`src/rtl/gpio_port_pkg.sv`:
```
package gpio_port_pkg;

    localparam int REG_AW = 4;

    typedef enum logic [REG_AW-1:0] {
        RA_DOUT   = 4'd0,
        RA_DIR    = 4'd1,
        RA_ODRAIN = 4'd2,
        RA_ALTFN  = 4'd3,
        RA_IEN    = 4'd4,
        RA_TKIND  = 4'd5,
        RA_TPOL   = 4'd6,
        RA_PEND   = 4'd7,
        RA_PULL   = 4'd8,
        RA_PINS   = 4'd9
    } reg_addr_e;

    typedef enum logic {
        EV_IDLE = 1'b0,
        EV_PEND = 1'b1
    } ev_state_e;

    typedef struct packed {
        logic level;   // 1 = level trigger, 0 = edge trigger
        logic pol;     // edge: 0 rise / 1 fall; level: 0 low / 1 high
    } trig_cfg_t;

endpackage

```
`src/rtl/gpio_sync.sv`:
```
module gpio_sync #(
    parameter int WIDTH  = 8,
    parameter int STAGES = 2
) (
    input  logic             clk,
    input  logic             rst_n,
    input  logic [WIDTH-1:0] d,
    output logic [WIDTH-1:0] q
);

    logic [WIDTH-1:0] chain_q [STAGES];

    always_ff @(posedge clk or negedge rst_n) begin
        if (!rst_n) begin
            chain_q[0] <= '0;
        end else begin
            chain_q[0] <= d;
        end
    end

    for (genvar s = 1; s < STAGES; s++) begin : g_stage
        always_ff @(posedge clk or negedge rst_n) begin
            if (!rst_n) begin
                chain_q[s] <= '0;
            end else begin
                chain_q[s] <= chain_q[s-1];
            end
        end
    end

    assign q = chain_q[STAGES-1];

endmodule

```
`src/rtl/gpio_pin_event.sv`:
```
module gpio_pin_event
    import gpio_port_pkg::*;
(
    input  logic      clk,
    input  logic      rst_n,
    input  logic      pin_s,
    input  trig_cfg_t cfg,
    input  logic      clr,
    output logic      pend
);

    logic      prev_q;
    logic      edge_hit;
    logic      level_hit;
    ev_state_e state_q;
    ev_state_e state_d;

    always_ff @(posedge clk or negedge rst_n) begin
        if (!rst_n) begin
            prev_q <= 1'b0;
        end else begin
            prev_q <= pin_s;
        end
    end

    always_comb begin
        edge_hit  = cfg.pol ? (prev_q & ~pin_s) : (~prev_q & pin_s);
        level_hit = (pin_s == cfg.pol);
    end

    // next-state logic
    always_comb begin
        state_d = state_q;
        if (cfg.level) begin
            state_d = level_hit ? EV_PEND : EV_IDLE;
        end else begin
            unique case (state_q)
                EV_IDLE: if (edge_hit)          state_d = EV_PEND;
                EV_PEND: if (clr && !edge_hit)  state_d = EV_IDLE;
                default:                        state_d = EV_IDLE;
            endcase
        end
    end

    // state register
    always_ff @(posedge clk or negedge rst_n) begin
        if (!rst_n) begin
            state_q <= EV_IDLE;
        end else begin
            state_q <= state_d;
        end
    end

    // outputs
    always_comb begin
        pend = (state_q == EV_PEND);
    end

endmodule

```
`src/rtl/gpio_regs.sv`:
```
module gpio_regs
    import gpio_port_pkg::*;
#(
    parameter int NPINS = 8
) (
    input  logic              clk,
    input  logic              rst_n,
    input  logic [REG_AW-1:0] reg_addr,
    input  logic              reg_wr,
    input  logic [NPINS-1:0]  reg_wdata,
    output logic [NPINS-1:0]  reg_rdata,
    input  logic [NPINS-1:0]  pins_s,
    input  logic [NPINS-1:0]  pend,
    output logic [NPINS-1:0]  dout,
    output logic [NPINS-1:0]  dir,
    output logic [NPINS-1:0]  odrain,
    output logic [NPINS-1:0]  altfn,
    output logic [NPINS-1:0]  ien,
    output logic [NPINS-1:0]  tkind,
    output logic [NPINS-1:0]  tpol,
    output logic [NPINS-1:0]  pull,
    output logic [NPINS-1:0]  clr
);

    reg_addr_e addr;
    assign addr = reg_addr_e'(reg_addr);

    always_ff @(posedge clk or negedge rst_n) begin
        if (!rst_n) begin
            dout   <= '0;
            dir    <= '0;
            odrain <= '0;
            altfn  <= '0;
            ien    <= '0;
            tkind  <= '0;
            tpol   <= '0;
            pull   <= '0;
        end else if (reg_wr) begin
            case (addr)
                RA_DOUT:   dout   <= reg_wdata;
                RA_DIR:    dir    <= reg_wdata;
                RA_ODRAIN: odrain <= reg_wdata;
                RA_ALTFN:  altfn  <= reg_wdata;
                RA_IEN:    ien    <= reg_wdata;
                RA_TKIND:  tkind  <= reg_wdata;
                RA_TPOL:   tpol   <= reg_wdata;
                RA_PULL:   pull   <= reg_wdata;
                default:   ;
            endcase
        end
    end

    assign clr = (reg_wr && addr == RA_PEND) ? reg_wdata : '0;

    always_comb begin
        case (addr)
            RA_DOUT:   reg_rdata = dout;
            RA_DIR:    reg_rdata = dir;
            RA_ODRAIN: reg_rdata = odrain;
            RA_ALTFN:  reg_rdata = altfn;
            RA_IEN:    reg_rdata = ien;
            RA_TKIND:  reg_rdata = tkind;
            RA_TPOL:   reg_rdata = tpol;
            RA_PEND:   reg_rdata = pend;
            RA_PULL:   reg_rdata = pull;
            RA_PINS:   reg_rdata = pins_s;
            default:   reg_rdata = '0;
        endcase
    end

endmodule

```
`src/rtl/gpio_pad_mux.sv`:
```
module gpio_pad_mux #(
    parameter int NPINS = 8
) (
    input  logic [NPINS-1:0] dout,
    input  logic [NPINS-1:0] dir,
    input  logic [NPINS-1:0] odrain,
    input  logic [NPINS-1:0] altfn,
    input  logic [NPINS-1:0] periph_out,
    input  logic [NPINS-1:0] periph_oe,
    output logic [NPINS-1:0] pad_out,
    output logic [NPINS-1:0] pad_oe
);

    for (genvar i = 0; i < NPINS; i++) begin : g_pin
        assign pad_out[i] = altfn[i]  ? periph_out[i] :
                            odrain[i] ? 1'b0 : dout[i];
        assign pad_oe[i]  = altfn[i]  ? periph_oe[i] :
                            odrain[i] ? (dir[i] & ~dout[i]) : dir[i];
    end

endmodule

```
`src/rtl/gpio_irq_port.sv`:
```
module gpio_irq_port
    import gpio_port_pkg::*;
#(
    parameter int NPINS       = 8,
    parameter int SYNC_STAGES = 2
) (
    input  logic              clk,
    input  logic              rst_n,
    input  logic [REG_AW-1:0] reg_addr,
    input  logic              reg_wr,
    input  logic [NPINS-1:0]  reg_wdata,
    output logic [NPINS-1:0]  reg_rdata,
    input  logic [NPINS-1:0]  pad_in,
    output logic [NPINS-1:0]  pad_out,
    output logic [NPINS-1:0]  pad_oe,
    output logic [NPINS-1:0]  pad_pull_en,
    input  logic [NPINS-1:0]  periph_out,
    input  logic [NPINS-1:0]  periph_oe,
    output logic              irq
);

    logic [NPINS-1:0] dout_q, dir_q, od_q, af_q, ien_q, kind_q, pol_q;
    logic [NPINS-1:0] pend_q, pin_s, clr_vec;

    gpio_sync #(.WIDTH(NPINS), .STAGES(SYNC_STAGES)) u_sync (
        .clk   (clk),
        .rst_n (rst_n),
        .d     (pad_in),
        .q     (pin_s)
    );

    gpio_regs #(.NPINS(NPINS)) u_regs (
        .clk       (clk),
        .rst_n     (rst_n),
        .reg_addr  (reg_addr),
        .reg_wr    (reg_wr),
        .reg_wdata (reg_wdata),
        .reg_rdata (reg_rdata),
        .pins_s    (pin_s),
        .pend      (pend_q),
        .dout      (dout_q),
        .dir       (dir_q),
        .odrain    (od_q),
        .altfn     (af_q),
        .ien       (ien_q),
        .tkind     (kind_q),
        .tpol      (pol_q),
        .pull      (pad_pull_en),
        .clr       (clr_vec)
    );

    gpio_pad_mux #(.NPINS(NPINS)) u_mux (
        .dout       (dout_q),
        .dir        (dir_q),
        .odrain     (od_q),
        .altfn      (af_q),
        .periph_out (periph_out),
        .periph_oe  (periph_oe),
        .pad_out    (pad_out),
        .pad_oe     (pad_oe)
    );

    for (genvar i = 0; i < NPINS; i++) begin : g_evt
        trig_cfg_t cfg;
        assign cfg = '{level: kind_q[i], pol: pol_q[i]};

        gpio_pin_event u_evt (
            .clk   (clk),
            .rst_n (rst_n),
            .pin_s (pin_s[i]),
            .cfg   (cfg),
            .clr   (clr_vec[i]),
            .pend  (pend_q[i])
        );
    end

    assign irq = |(pend_q & ien_q);

endmodule

```
`config.mk`:
```
export PLATFORM = sky130hd
export DESIGN_NAME = gpio_irq_port
export DESIGN_NICKNAME = d
export VERILOG_FILES = /design/src/rtl/gpio_port_pkg.sv /design/src/rtl/gpio_sync.sv /design/src/rtl/gpio_pin_event.sv /design/src/rtl/gpio_regs.sv /design/src/rtl/gpio_pad_mux.sv /design/src/rtl/gpio_irq_port.sv
export SDC_FILE = /design/constraint.sdc
export NUM_CORES = 1
export LEC_CHECK = 0
export ABC_AREA = 1
export BUFFER_PORTS_ARGS = -buffer_cell sky130_fd_sc_hd__buf_2
export CORE_ASPECT_RATIO = 1.4
export CORE_UTILIZATION = 45
export CTS_BUF_LIST = sky130_fd_sc_hd__clkbuf_8
export DETAILED_ROUTE_END_ITERATION = 6
export PLACE_DENSITY = 0.68
export SLEW_MARGIN = 10
export SYNTH_ARGS = -nofsm -noshare
export SYNTH_HDL_FRONTEND = slang
export SYNTH_SLANG_ARGS = --single-unit
export TNS_END_PERCENT = 50
```
`constraint.sdc`:
```
create_clock -name clk -period 2.3 [get_ports clk]
set_input_delay 0.46 -clock clk [delete_from_list [all_inputs] [get_ports clk]]
set_output_delay 0.46 -clock clk [all_outputs]
set_load 0.01 [all_outputs]
```
# Yosys cells after proc, flatten, opt, wreduce, memory -nomap -nowiden
# Cells that the tools add are included.
# word_totals
register_bits	96
out_inout_bits	33
inputBits	39
elab_cells	209
# op_classes
eq_ne	17
n_reduce_logical	27
n_bitwise	57
n_mux	82
# op_table
operator	n
$pmux W8 S10	1
$mux W1	72
$not A1 Y1	32
$and A1 B1 Y1	24
$eq A4 B3 Y1 const B	4
$pmux W1 S2	8
$reduce_and A2 Y1	8
$logic_and A1 B1 Y1	9
$and A8 B8 Y8	1
$eq A1 B1 Y1	8
$eq A4 B2 Y1 const B	2
$eq A4 B4 Y1 const B	2
$logic_not A1 Y1	8
$mux W8	1
$reduce_or A8 Y1	1
$eq A4 B1 Y1 const B	1
$logic_not A4 Y1	1

# Depth between registers and ports, before layout
# Gate-level depths: netlist (run 1).
# depth
word_depth	8
ltp_mapped	7
depth_no_buf	7

# Modules after synthesis
# A second synthesis (run 1) with hierarchy kept.
# unflattened
hier_cells	652
area_unflattened_um2	4879.7
# by_module_without_submodules
module	cells_per_inst	seq_area_each_um2	instances	area_each_um2
gpio_regs	413	1601.5	1	3201.8
gpio_pin_event	17	50.0	8	110.1
gpio_sync	24	400.4	1	460.4
gpio_pad_mux	64	0.0	1	280.3
gpio_irq_port	15	0.0	1	56.3

# Worst setup path before layout (run 1)
# No wires, ideal clock.
# synth_path
path_type	input -> output
start	input port reg_addr[2]
end	output port reg_rdata[0]
path_slack_ps	552
required_ps	1840
cell_stages	6
n_path_buf	1
arrival_time_ps	1288
path_cell_list	nor2_2 > buf_2 > nand3_1 > nand2_1 > nor2_1 > nand3_1
# synth_via
elab_chain_cells	2
elab_cells_between_ends	11
cone_classes	eq/ne: 9; mux: 1; reduce/logical: 1
# synth_lines
item	line_no	source
start, declared	gpio_irq_port.sv:9	input logic [REG_AW-1:0] reg_addr,
$eq A4 B4 Y1, or another cell as far along	gpio_regs.sv:56	case (addr)
$pmux W8 S10 *	gpio_regs.sv:56	
end, declared	gpio_irq_port.sv:12	output logic [NPINS-1:0] reg_rdata,
# Mark *: on every way between the ends. The rest lies on a longest branch, timed or not.

# Worst setup path in the final report (run 1)
# layout_path
start	input port reg_addr[3]
end	output port reg_rdata[7]
# Same word-level chain as after synthesis.

==> impl_metrics.ini, run 1 <==
[place]
gp_congestion = 0.873
portBuffers = 71
dp.cells = 811
post-dp-hpwl_um = 8420

[setup_path]
worstPathArrival_ns = 1.60
crit_path_frequent_cell = nand2_1
crit_path_max_fanout = 9
crit_path_top_delay_cell = nor2_4
critPathMaxStageDelay_ns = 0.30
reg2reg_slack_ns = 1.34
critical_path_class = primary input to primary output
cp-start-kind = primary input
crit_chain = buf_2, inv_1, nand2_1, nor2_4, nand2_1, nand2_1, inv_1, nand3_1, buf_2
required_ns = 1.84
cp_top_family = simple AND/OR/NAND/NOR gates
critPathBufInv = 4
end_kind = primary output

[route]
route.antenna.remaining_nets = 0
totalWireLength_um = 12000
met3_length_um = 601
dr.max_layer_used = met4
met2_length_um = 5910
dr.pass1.iters = 5
drt_iter0_markers = 301
viasPerCell = 5.15
wl_met1_um = 5250
drc_errors = 0
vias = 4262
wl_per_cell_um = 14.5

[yosys]
synth_ff_type = dfrtp_1
yosys_warnings = 0
synth-seq-area-share = 0.498
synth_area_leaders = dfrtp_1 (50%), nand2_1 (15%), nand3_1 (9.0%)
yosysUniqueCellTypes = 26
synth_top_family_by_area = simple AND/OR/NAND/NOR gates
synth_xor_area_frac = 0
synthSimpleGateAreaFrac = 0.308
synth_compound_area_frac = 0.121
syn_area_um2 = 4820
yosysTopAreaCellShare = 0.498
syn_nets = 647
synth_enable_flop_cells = 0
synthAdderAreaFrac = 0
avgSynthCellArea_um2 = 7.93
synthArstFlopShare = 1.00
synth_seq_cells = 96
synth_cells = 608
synth_area_leader_cell = dfrtp_1
synthMuxAreaShare = 0

[die]
die_y_um = 124
fp.coreArea_um2 = 10400
die_w_um = 89.5
dieArea_um2 = 11100
initial_core_util = 0.463
placementRows = 44
ios = 72

[global_routing]
grt_overflow = 0
grt_max_degree = 64
antenna_found_initial = 0
track_usage = 0.230
grt_pass1_vias = 4011
grt_pass1_wl_um = 19400

[sta]
maxSlewHeadroom = 0.690
timing.final.crit_period_ns = 2.06
period_share = 0.895
max_freq_mhz = 486
setup_tns_ns = 0
fin_hold_ws_ns = 0.0230
tightest_slew_ns = 0.465
rsz0062_at_grt = false
skew_ns = 0.00626
setup_viol = 0
slew_viol_final = 0
hold_viol_final = 0

[clocking]
cts_tree = yes
post_cts_buffers = 0
h-tree-depth = 3
ctsRootBufferMaster = clkbuf_8
postCtsHoldBufs = 0
clockBufferDepth = 2
numCtsBuffers = 9
path_clk_slew_ns = 0.09
cts_sinks = 96
post_cts_resized = 0
clk_latency_ns = 0.38

[status]
outcome = completed

[power]
p_total_mw = 4.39
powerDensity_nw_per_um2 = 789
worst_ir_drop_vdd_mv = 0.404
leakage_nw = 2.84

[cells_and_area]
area_growth_pct = 15.4
n_antenna_cell = 0
n_fill_cell = 960
layoutNonFillerInstCount = 827
drive_above_1_share = 0.186
fin_nets = 723

[worst_hold_path]
hp-class = primary input to async pin

[run]
cap_violations = 0
layout make-up:
class | instances | area, µm² | area share
multi-input combinational | 433 | 2070 | 0.371
tap | 138 | 173 | 0.0310
clock inverter | 5 | 55.1 | 0.00989
clock buffer | 11 | 151 | 0.0272
sequential | 96 | 2400 | 0.432
timing repair buffer | 84 | 493 | 0.0886
inverter | 60 | 225 | 0.0405
placed cells by master (no fill, tap or decap), drive strengths merged:
master and n:
nand2 192, dfrtp 96, nand3 92, buf 84
o21ai 78, inv 60, nor2 42, clkbuf 11
a21boi 8, a21oi 8, o31ai 7, nand4 2
clkinv 2, clkinvlp 2, or2 1, nand3b 1
a22o 1, and3 1, bufinv 1
sequential cells by signal (all words and copies together), names as in the netlist:
name                count
g_evt.u_evt.pend        8
g_evt.u_evt.prev_q      8
u_regs.altfn            8
u_regs.dir              8
u_regs.dout             8
u_regs.ien              8
u_regs.odrain           8
u_regs.pull             8
u_regs.tkind            8
u_regs.tpol             8
u_sync.chain_q          8
u_sync.q                8
routing by layer:
layer  up-vias  track usage
met5         -            0
met4         0       0.0915
met3        23       0.0378
met2       128        0.369
met1      1984        0.307
li1       2127            -
Yosys cell counts (all sizes together) (2+ instances only):
library cell and count:
nand2 192, nor2 42, a21boi 8, buf 18, o31ai 7, inv 60
nand3 92, a21oi 8, dfrtp 96, nand4 2, o21ai 78
logic make-up (layout without fill, tap and decap cells):
group,after synthesis,in the layout
compound gates,102,102
buf+inv,79,160
flops,96,96
simple gates,331,331
report_power, final:
group,switching (mW),internal [mW]
combinational,0.544,0.397
clock,0.595,0.558
sequential,0.309,1.99
total,1.45,2.94
per-stage QoR:
stage | utilization | instance area [µm²] | setup WS [ns]
2_1_floorplan | - | 4820 | 0.552
3_3_place_gp | 0.515 | 5360 | 0.270
3_5_place_dp | 0.515 | 5360 | 0.255
4_1_cts | 0.535 | 5570 | 0.247
5_1_grt | 0.535 | 5570 | 0.135
6_report | 0.535 | 5570 | 0.241
final timing paths:
path                            cells after the start                             to                    startpoint
worst max-delay path                                9                   reg_rdata[7]                   reg_addr[3]
worst min register to register                      0          u_sync.q[4]$_DFF_PN0_  u_sync.chain_q[12]$_DFF_PN0_
max in group asynchronous                           2   u_regs.odrain[3]$_DFFE_PN0P_                         rst_n
worst min-delay path                                1   u_sync.chain_q[13]$_DFF_PN0_                         rst_n
worst max register to register                      6  g_evt[7].u_evt.pend$_DFF_PN0_         u_sync.q[7]$_DFF_PN0_
min in group clk                                    1   u_sync.chain_q[14]$_DFF_PN0_                     pad_in[6]
Note: power is estimated with default switching activity, not from simulation.
==> run 2, diff against run 1 <==
--- a/config.mk
+++ b/config.mk
@@ -13,3 +13,3 @@
 export DETAILED_ROUTE_END_ITERATION = 6
-export PLACE_DENSITY = 0.68
+export PLACE_DENSITY = 0.71
 export SLEW_MARGIN = 10
==> constraint.sdc (replaced) <==
create_clock -name clk -period 1.7 [get_ports clk]
set_input_delay 0.34 -clock clk [delete_from_list [all_inputs] [get_ports clk]]
set_output_delay 0.34 -clock clk [all_outputs]
set_load 0.02 [all_outputs]
==> impl_metrics.ini, run 2 (synthesis results as in run 1) <==
[status]
outcome = finished with violations
violations = setup timing

[power]
powerDensity_nw_per_um2 = 1010
leakage_nw = 3.21
worst_ir_drop_vdd_mv = 0.588
p_total_mw = 6.46

[sta]
skew_ns = 0.00513
maxSlewHeadroom = 0.720
rsz0062_at_grt = true
period_share = 1.03
timing.final.crit_period_ns = 1.75
tightest_slew_ns = 0.420
fin_hold_ws_ns = 0.0609
max_freq_mhz = 572
slew_viol_final = 0
hold_viol_final = 0
setup_viol = 7
layout_setup_ws_ns = -0.0488

[die]
die_w_um = 89.5
initial_core_util = 0.463
placementRows = 44
fp.coreArea_um2 = 10400
ios = 72
die_y_um = 124
dieArea_um2 = 11100

[route]
viasPerCell = 5.28
wl_per_cell_um = 15.7
vias = 4618
totalWireLength_um = 13700
drc_errors = 0
route.antenna.remaining_nets = 0
drt_iter0_markers = 346
dr.pass1.iters = 6

[setup_path]
crit_path_top_delay_cell = clkbuf_16
worstPathArrival_ns = 1.41
crit_path_frequent_cell = buf_6
crit_path_max_fanout = 4
cp-start-kind = primary input
crit_chain = buf_6, buf_6, nor2_4, clkbuf_16, nand3_1, nand2_1, nor2_1, nand3_2, buf_6
required_ns = 1.36
end_kind = primary output
critical_path_class = primary input to primary output
critPathMaxStageDelay_ns = 0.20

[clocking]
ctsRootBufferMaster = clkbuf_8
clockBufferDepth = 2
numCtsBuffers = 9
cts_tree = yes
path_clk_slew_ns = 0.09
h-tree-depth = 3
clk_latency_ns = 0.38
cts_sinks = 96

[global_routing]
antenna_found_initial = 0
grt_max_degree = 37
grt_pass1_wl_um = 20300
grt_pass1_vias = 4331
grt_overflow = 0
track_usage = 0.242

[cells_and_area]
drive_above_1_share = 0.293
area_growth_pct = 32.5
final_common_cell = nand2_1
layout_common_cells = nand2_1 (184), dfrtp_1 (90), nand3_1 (70)
layoutNonFillerInstCount = 875
fin_nets = 772
n_fill_cell = 883
n_antenna_cell = 0

[worst_hold_path]
hp-class = primary input to flop

[place]
dp.cells = 819
post-dp-hpwl_um = 8540
gp_congestion = 0.920
portBuffers = 71

[run]
cap_violations = 0
run 2: cell count changes in the layout (fill, tap and decap cells not counted), sizes merged, moves of 2 or more:
cell      before  now
nor2          42   44
clkinvlp       2    0
clkbuf        11   16
buf           84  124
run 2: final timing paths:
| check | startpoint | endpoint | slack [ns] | cells after the start |
|---|---|---|---|---|
| worst max-delay path | reg_addr[2] | reg_rdata[4] | -0.05 | 9 |
| worst min-delay path | pad_in[6] | u_sync.chain_q[14]$_DFF_PN0_ | 0.06 | 1 |
| worst max register to register | u_sync.q[3]$_DFF_PN0_ | g_evt[3].u_evt.pend$_DFF_PN0_ | 0.66 | 7 |
| worst min register to register | u_sync.chain_q[14]$_DFF_PN0_ | u_sync.q[6]$_DFF_PN0_ | 0.35 | 0 |
| max in group asynchronous | rst_n | u_regs.altfn[6]$_DFFE_PN0P_ | 0.73 | 3 |
| min in group asynchronous | rst_n | u_sync.chain_q[13]$_DFF_PN0_ | 0.39 | 2 |
run 2: area by class of cell:
type,instances,area [µm²],share of cell area
inverter,60,230,0.0360
clock inverter,5,48.8,0.00764
tap,138,173,0.0270
timing repair buffer,131,1140,0.179
multi-input combinational,435,2250,0.352
sequential,96,2410,0.377
clock buffer,10,138,0.0215
run 2: critical path, delay by kind of cell:
kind	cells	cell delay (ns)
and+or+nand+nor	5	0.52
buffers and inverters	4	0.54
run 2: timing repair:
item | 4_1_cts | 5_1_grt
gates resized for setup | 20 | 65
endpoints found under the hold margin | 20 | 0
setup endpoints to repair | 9 | 14
hold buffers | 1 | 0
pin swaps | 6 | 42
gates cloned | 2 | 6
setup buffers | 6 | 28
run 2: stage by stage:
stage	TNS [ns]	setup slack (ns)	instance area (µm²)	util
after floorplan	0	0.122	4820	-
after global placement	-0.381	-0.0562	5520	0.530
after detailed placement	-0.456	-0.0815	5520	0.530
after CTS	-0.296	-0.0788	5830	0.560
after global routing	-0.657	-0.0973	6390	0.614
final	-0.214	-0.0488	6390	0.614
run 2: power breakdown:
group | switching (mW) | internal, mW | total, mW
sequential | 0.397 | 2.70 | 3.09
combinational | 1.04 | 0.838 | 1.88
clock | 0.786 | 0.700 | 1.49
total | 2.22 | 4.24 | 6.46
run 2: metal layers:
| metal | wire, µm | track usage | vias to the layer above |
|---|---|---|---|
| li1 | - | - | 2234 |
| met1 | 5670 | 0.317 | 2197 |
| met2 | 7000 | 0.388 | 162 |
| met3 | 641 | 0.0417 | 25 |
| met4 | 385 | 0.103 | 0 |
| met5 | 0 | 0 | - |
